## config.mk

```make
export PLATFORM = sky130hd
export DESIGN_NAME = fault_resp_seq
export DESIGN_NICKNAME = d
export VERILOG_FILES = /design/src/rtl/frs_pkg.sv /design/src/rtl/frs_tick_div.sv /design/src/rtl/frs_chan.sv /design/src/rtl/fault_resp_seq.sv
export SDC_FILE = /design/constraint.sdc
export NUM_CORES = 1
export LEC_CHECK = 0
export CORE_AREA = 8 8 213 113
export CTS_CLUSTER_DIAMETER = 60
export DETAILED_ROUTE_END_ITERATION = 10
export DIE_AREA = 0 0 221 121
export GPL_ROUTABILITY_DRIVEN = 0
export PLACE_DENSITY = 0.61
export SLEW_MARGIN = 10
export SYNTH_ARGS = -nofsm -noshare
export SYNTH_HDL_FRONTEND = slang
export SYNTH_SLANG_ARGS = --single-unit
```

## constraint.sdc

```tcl
create_clock -name clk -period 4.6 [get_ports clk]
set_input_delay 0.46 -clock clk [delete_from_list [all_inputs] [get_ports clk]]
set_output_delay 0.46 -clock clk [all_outputs]
set_load 0.01 [all_outputs]
```

## src/rtl/frs_pkg.sv

```systemverilog
package frs_pkg;
  typedef enum logic [2:0] {
    ST_OFF,
    ST_START,
    ST_RUN,
    ST_HICCUP,
    ST_LATCH
  } chan_st_e;

  localparam logic [1:0] MODE_IGNORE = 2'b00;
  localparam logic [1:0] MODE_RETRY  = 2'b01;

  // state taken when a non-ignored fault hits a powered channel
  function automatic chan_st_e fault_exit(input logic [1:0] mode);
    return (mode == MODE_RETRY) ? ST_HICCUP : ST_LATCH;
  endfunction
endpackage

```

## src/rtl/frs_tick_div.sv

```systemverilog
module frs_tick_div #(
  parameter int DIV = 10
) (
  input  logic clk,
  input  logic rst_n,
  input  logic tick_in,
  output logic tick_out
);
  localparam int CW = (DIV > 1) ? $clog2(DIV) : 1;
  localparam logic [CW-1:0] LAST = CW'(DIV - 1);

  logic [CW-1:0] cnt_q;

  always_ff @(posedge clk) begin
    if (!rst_n)
      cnt_q <= '0;
    else if (tick_in)
      cnt_q <= (cnt_q == LAST) ? '0 : cnt_q + 1'b1;
  end

  assign tick_out = tick_in && (cnt_q == LAST);

  // prescaler count never leaves its range
  a_r10_div_range: assert property (@(posedge clk) disable iff (!rst_n)
    cnt_q <= LAST);
endmodule

```

## src/rtl/frs_chan.sv

```systemverilog
module frs_chan
  import frs_pkg::*;
#(
  parameter int RW = 17,
  parameter int TW = 16,
  parameter int RETRY_MIN_MS = 120
) (
  input  logic          clk,
  input  logic          rst_n,
  input  logic          tick10,
  input  logic          tick_ms,
  input  logic          clr,
  input  logic          run,
  input  logic          on_cmd,
  input  logic          fault,
  input  logic          uv_ok,
  input  logic          oc,
  input  logic          ss_begin,
  input  logic [1:0]    flt_mode,
  input  logic [1:0]    to_mode,
  input  logic [RW-1:0] retry_ms,
  input  logic [TW-1:0] ton_max,
  output logic          gate_en,
  output logic          ss_req,
  output logic          fault_flag
);
  localparam logic [RW-1:0] DLY_MIN = RW'(RETRY_MIN_MS);

  chan_st_e      st_q, st_d;
  logic [TW-1:0] tmr_q;
  logic [RW-1:0] rcnt_q;
  logic [RW-1:0] dly_eff;
  logic          en, good, to_hit, dly_last;

  assign en       = run && on_cmd;
  assign good     = uv_ok && !oc;
  assign dly_eff  = (retry_ms < DLY_MIN) ? DLY_MIN : retry_ms;
  assign dly_last = ((RW+1)'(rcnt_q) + 1'b1) >= (RW+1)'(dly_eff);
  assign to_hit   = (st_q == ST_START) && ss_begin && !good && tick10 &&
                    (((TW+1)'(tmr_q) + 1'b1) >= (TW+1)'(ton_max));

  always_comb begin
    st_d = st_q;
    case (st_q)
      ST_OFF:   st_d = ST_START;
      ST_START: begin
        if (fault && flt_mode != MODE_IGNORE) st_d = fault_exit(flt_mode);
        else if (good)                        st_d = ST_RUN;
        else if (to_hit)
          st_d = (to_mode == MODE_IGNORE) ? ST_RUN : fault_exit(to_mode);
      end
      ST_RUN: begin
        if (fault && flt_mode != MODE_IGNORE) st_d = fault_exit(flt_mode);
      end
      ST_HICCUP: begin
        if (tick_ms && dly_last && !fault) st_d = ST_START;
      end
      ST_LATCH: st_d = ST_LATCH;
      default:  st_d = ST_OFF;
    endcase
    if (!en) st_d = ST_OFF;
  end

  always_ff @(posedge clk) begin
    if (!rst_n) begin
      st_q       <= ST_OFF;
      tmr_q      <= '0;
      rcnt_q     <= '0;
      fault_flag <= 1'b0;
    end else begin
      st_q <= st_d;

      if (st_q != ST_START)        tmr_q <= '0;
      else if (ss_begin && tick10) tmr_q <= tmr_q + 1'b1;

      if (st_q != ST_HICCUP) rcnt_q <= '0;
      else if (tick_ms)      rcnt_q <= dly_last ? '0 : rcnt_q + 1'b1;

      if (clr)                  fault_flag <= 1'b0;
      else if (fault || to_hit) fault_flag <= 1'b1;
    end
  end

  assign gate_en = (st_q == ST_START) || (st_q == ST_RUN);
  assign ss_req  = (st_q == ST_START);

  // dropping enable removes the gate drive next cycle
  a_r3_enable_off: assert property (@(posedge clk) disable iff (!rst_n)
    !(run && on_cmd) |=> !gate_en);
  // latch-off code cuts the gate at once
  a_r7_latch_cut: assert property (@(posedge clk) disable iff (!rst_n)
    (gate_en && fault && flt_mode[1]) |=> !gate_en);
  // ignore codes never remove the gate while enabled
  a_r4_ignore_hold: assert property (@(posedge clk) disable iff (!rst_n)
    (gate_en && run && on_cmd && flt_mode == MODE_IGNORE &&
     to_mode == MODE_IGNORE) |=> gate_en);
  // a restart out of hiccup happens only with the fault gone
  a_r5_retry_clean: assert property (@(posedge clk) disable iff (!rst_n)
    (ss_req && $past(st_q == ST_HICCUP)) |-> !$past(fault));
  // a clear always wins
  a_r8_clear_wins: assert property (@(posedge clk) disable iff (!rst_n)
    clr |=> !fault_flag);
endmodule

```

## src/rtl/fault_resp_seq.sv

```systemverilog
module fault_resp_seq #(
  parameter int NCH          = 2,
  parameter int RW           = 17,
  parameter int TW           = 16,
  parameter int TEN_DIV      = 10,
  parameter int MS_DIV       = 1000,
  parameter int RETRY_MIN_MS = 120
) (
  input  logic              clk,
  input  logic              rst_n,
  input  logic              tick_us,
  input  logic              clear_all,
  input  logic              share_clr,
  input  logic [NCH-1:0]    run,
  input  logic [NCH-1:0]    on_cmd,
  input  logic [NCH-1:0]    fault,
  input  logic [NCH-1:0]    uv_ok,
  input  logic [NCH-1:0]    oc,
  input  logic [NCH-1:0]    ss_begin,
  input  logic [2*NCH-1:0]  flt_mode,
  input  logic [2*NCH-1:0]  to_mode,
  input  logic [RW*NCH-1:0] retry_ms,
  input  logic [TW*NCH-1:0] ton_max,
  output logic [NCH-1:0]    gate_en,
  output logic [NCH-1:0]    ss_req,
  output logic [NCH-1:0]    fault_flag
);
  localparam int US_PER_MS_DIV = MS_DIV;

  logic           tick10, tick_ms;
  logic [NCH-1:0] run_q, run_rise, clr;

  frs_tick_div #(.DIV(TEN_DIV)) u_div10 (
    .clk(clk), .rst_n(rst_n), .tick_in(tick_us), .tick_out(tick10)
  );
  frs_tick_div #(.DIV(US_PER_MS_DIV)) u_divms (
    .clk(clk), .rst_n(rst_n), .tick_in(tick_us), .tick_out(tick_ms)
  );

  always_ff @(posedge clk) begin
    if (!rst_n) run_q <= '0;
    else        run_q <= run;
  end

  assign run_rise = run & ~run_q;

  for (genvar i = 0; i < NCH; i++) begin : g_ch
    assign clr[i] = clear_all || run_rise[i] || (share_clr && run_rise[0]);

    frs_chan #(.RW(RW), .TW(TW), .RETRY_MIN_MS(RETRY_MIN_MS)) u_ch (
      .clk       (clk),
      .rst_n     (rst_n),
      .tick10    (tick10),
      .tick_ms   (tick_ms),
      .clr       (clr[i]),
      .run       (run[i]),
      .on_cmd    (on_cmd[i]),
      .fault     (fault[i]),
      .uv_ok     (uv_ok[i]),
      .oc        (oc[i]),
      .ss_begin  (ss_begin[i]),
      .flt_mode  (flt_mode[2*i +: 2]),
      .to_mode   (to_mode[2*i +: 2]),
      .retry_ms  (retry_ms[RW*i +: RW]),
      .ton_max   (ton_max[TW*i +: TW]),
      .gate_en   (gate_en[i]),
      .ss_req    (ss_req[i]),
      .fault_flag(fault_flag[i])
    );
  end

  // a run edge on channel 0 with sharing on clears every flag
  a_r9_shared_clear: assert property (@(posedge clk) disable iff (!rst_n)
    (share_clr && run[0] && !run_q[0]) |=> (fault_flag == '0));
endmodule

```

==> summary.txt <==
Status
  • Status: complete, no violations

Run
  • Max-cap viol count: 0

STA
  • Final setup viols: 0
  • RSZ-0062 raised after global routing: false
  • Final Hold Viols: 0
  • FMAX: 245 MHz
  • Tightest Pin Transition: 0.678 ns
  • Final setup TNS: 0 ns
  • Slew Viols, Final: 0
  • WHS: 0.457 ns
  • Fin crit period: 4.09 ns
  • Final Skew: 0.00810 ns
  • Rel. slew slack: 54.7%
  • Crit share post-route: 88.9%

CTS
  • Clk sinks: 90
  • Clk root buf: clkbuf_16
  • PostCTS Resize Cnt: 0
  • Number of post-CTS setup repair buffers: 0
  • Num CTS Buffers: 9
  • Hold buffers post-CTS: 0
  • Clk buf depth: 2
  • TritonCTS clock tree: built
  • Skew-Pair Late Insertion Delay: 0.34 ns
  • CTS clk-pin slew, worst paths: 0.07 ns
  • H-tree depth: 3

Critical path
  • Max FO, Critical Path: 3
  • Critical path type: input pin to register
  • CP required: 4.84 ns
  • Depth of the most critical reg-to-reg path: 15
  • Element type at the critical path end: register
  • Setup slack, reg-to-reg: 0.58 ns
  • Reg-to-Reg Start: g_ch[1].u_ch.tmr_q[0]
  • Startpoint class of the critical path: input pin
  • Terminus of the critical flop-to-flop path: g_ch[1].u_ch.st_q[1]
  • WP data arrival: 4.33 ns

Final layout
  • Fillers: 2133
  • # diodes: 0
  • Multi-input logic area: 4690 µm²
  • Sequential Area: 1800 µm²
  • Share of layout cells above drive strength 1: 4.38%
  • Area Growth Syn to Fin: 22.4%
  • Nets: 1140

Global route
  • Overflow left after global routing: 0
  • GRT met2 Usage: 17.8%
  • Vias in the first global route: 5835
  • First-pass GRT wire length: 30.6 mm
  • Grt met3 use: 3.52%
  • Met1 Use GR: 22.0%
  • Initial antenna violation count: 3
  • Total track usage: 13.8%
  • Gr busiest metal: met1
  • Largest net degree at the start of global routing: 39

Synthesis
  • Synthesized Nets: 1056
  • Yosys reg bits: 90
  • Syn_area_per_cell: 7.68 µm²
  • EDFF count, synth: 0
  • Ys async rst share: 0%
  • Gate Count Post-Synth: 894
  • Sequential element share of the synthesized area: 26.2%
  • Most common flop cell mapped by yosys: dfxtp_1
  • Ys Warns: 0
  • Synthesized cell area: 6870 µm²
  • Synth cell types: 66

Floorplan
  • Total die area: 26700 µm²
  • Site Rows: 38
  • Die Y: 121 µm
  • Die Width: 221 µm
  • Starting Density: 32.5%
  • CORE AREA: 21200 µm²
  • I/O pin total: 97

Detailed routing
  • Initial DRC Count: 392
  • Routed length per instance: 14.8 µm
  • DR DRC count: 0
  • Avg Vias per Cell: 5.01
  • Number of routed nets with antenna violations: 0
  • Vias: 6326
  • WL final: 18.6 mm
  • First-pass DRT Iterations: 5

Power
  • P_leak: 3.39 nW
  • Peak VDD IR: 0.206 mV
  • PwrDens: 210 nW/µm²

Worst hold path
  • Worst Hold End: g_ch[0].u_ch.rcnt_q[16]
  • HP Class: register to register
  • Hold Path Origin: g_ch[0].u_ch.rcnt_q[16]
  • Hold Crit Depth: 2

Placement
  • DPL Wire Length: 15.1 mm
  • Buffers on Ports: 96
-- synthesized netlist by cell type (3+ instances only) --
master,n,area share [%]
mux2i_1,3,0.44
buf_2,3,0.22
nor2b_1,16,1.5
a211oi_1,5,0.55
ha_1,71,13
buf_4,9,0.98
or3_1,8,0.73
and3_1,17,1.5
dfxtp_1,90,26
nand3_1,50,3.6
o211ai_1,4,0.44
nor3_1,17,1.2
nand2_1,97,5.3
and4_1,6,0.77
a21o_1,7,0.77
a31oi_1,4,0.36
nand4_1,24,2.2
inv_1,59,3.2
a22oi_1,6,0.66
a21oi_1,60,4.4
clkbuf_1,18,0.98
o21ai_0,39,2.8
nor4_1,12,1.1
xnor2_1,44,5.6
nor2_1,96,5.2
nand3b_1,9,0.98
nand2b_1,15,1.4
xor2_1,48,6.1
and2_1,9,0.82
-- worst max path at each step --
stage,from,endpoint,slack [ns],depth (start not counted)
2_1_floorplan,g_ch[1].u_ch.tmr_q[0],g_ch[1].u_ch.st_q[1],1.19,14
3_3_place_gp,retry_ms[15],g_ch[0].u_ch.rcnt_q[6],0.24,14
3_5_place_dp,retry_ms[15],g_ch[0].u_ch.st_q[0],0.17,14
4_1_cts,retry_ms[15],g_ch[0].u_ch.st_q[0],0.54,14
5_1_grt,g_ch[0].u_ch.rcnt_q[0],g_ch[0].u_ch.rcnt_q[7],0.24,14
6_report,retry_ms[15],g_ch[0].u_ch.st_q[0],0.51,14
-- cell type report --
cell class / instances / area share, %
clock buffer: 10 / 2.73
clock inverter: 5 / 0.953
inverter: 59 / 2.64
multi-input combinational: 713 / 55.8
sequential: 90 / 21.4
tap: 280 / 4.17
timing repair buffer: 105 / 12.2
-- registers in the layout, indices dropped and copies added, names as in the netlist --
signal                cells
u_divms.cnt_q            10
g_ch.u_ch.fault_flag      2
run_q                     2
g_ch.u_ch.tmr_q          32
g_ch.u_ch.rcnt_q         34
g_ch.u_ch.st_q            6
u_div10.cnt_q             4
-- cell usage in the layout, fill, tap and decap left out, drive strengths merged, types with 5 or more instances in the layout --
cell | synthesis | routed
nor2 | 96 | 96
nand4 | 25 | 25
inv | 59 | 59
clkdlybuf4s50 | 0 | 96
nor4 | 12 | 12
o21ai | 40 | 40
and3 | 17 | 17
nand3b | 9 | 9
xor2 | 48 | 48
and4 | 6 | 6
a211oi | 5 | 5
nand2b | 16 | 16
a22oi | 6 | 6
nor3 | 20 | 20
nand2 | 98 | 98
buf | 13 | 9
nor2b | 16 | 16
dfxtp | 90 | 90
a21o | 7 | 7
clkbuf | 19 | 10
nand3 | 51 | 51
xnor2 | 44 | 44
ha | 71 | 71
and2 | 9 | 9
or3 | 8 | 8
a21oi | 60 | 60
-- where the power goes --
part | leakage (nW) | internal [mW] | switching, mW
sequential | 0.726 | 0.785 | 0.00671
clock | 0.145 | 0.472 | 0.309
combinational | 2.52 | 0.108 | 0.0800
-- cell families after synthesis --
logic type      share of synthesized area [%]
compound gates                           14.0
buf+inv                                  5.54
xor+xnor                                 11.7
mux                                     0.437
flops                                    26.2
simple gates                             29.1
fa+ha+maj                                12.9
-- routing by layer --
| metal | up-vias | part of all wire, % |
|---|---|---|
| met5 | - | 0.18 |
| li1 | 3288 | - |
| met4 | 6 | 0.82 |
| met3 | 19 | 5.3 |
| met2 | 144 | 36 |
| met1 | 2869 | 58 |
-- worst max-delay path, stage by stage --
cell,delay [ns]
clkdlybuf4s50_1,0.43
nor4_1,0.53
buf_4,0.22
nand2_1,0.04
nor4_1,0.25
nor2b_1,0.09
ha_1,0.28
or3b_2,0.47
o2111a_1,0.16
a2111oi_4,0.43
o31ai_1,0.16
a31oi_1,0.41
a221oi_2,0.11
a221oi_1,0.28
-- through the flow --
| stage | setup WS, ns | cell area (µm²) | std cells | util, % | power (mW) |
|---|---|---|---|---|---|
| 2_1_floorplan | 1.19 | 6870 | 894 | - | 0.886 |
| 3_3_place_gp | 0.237 | 8090 | 1247 | 38.2 | 0.995 |
| 3_5_place_dp | 0.172 | 8090 | 1247 | 38.2 | 0.997 |
| 4_1_cts | 0.535 | 8400 | 1262 | 39.7 | 1.79 |
| 5_1_grt | 0.243 | 8400 | 1262 | 39.7 | 1.84 |
| 6_report | 0.512 | 8400 | 1262 | 39.7 | 1.76 |
No activity file was read; power rests on OpenSTA's default activity.
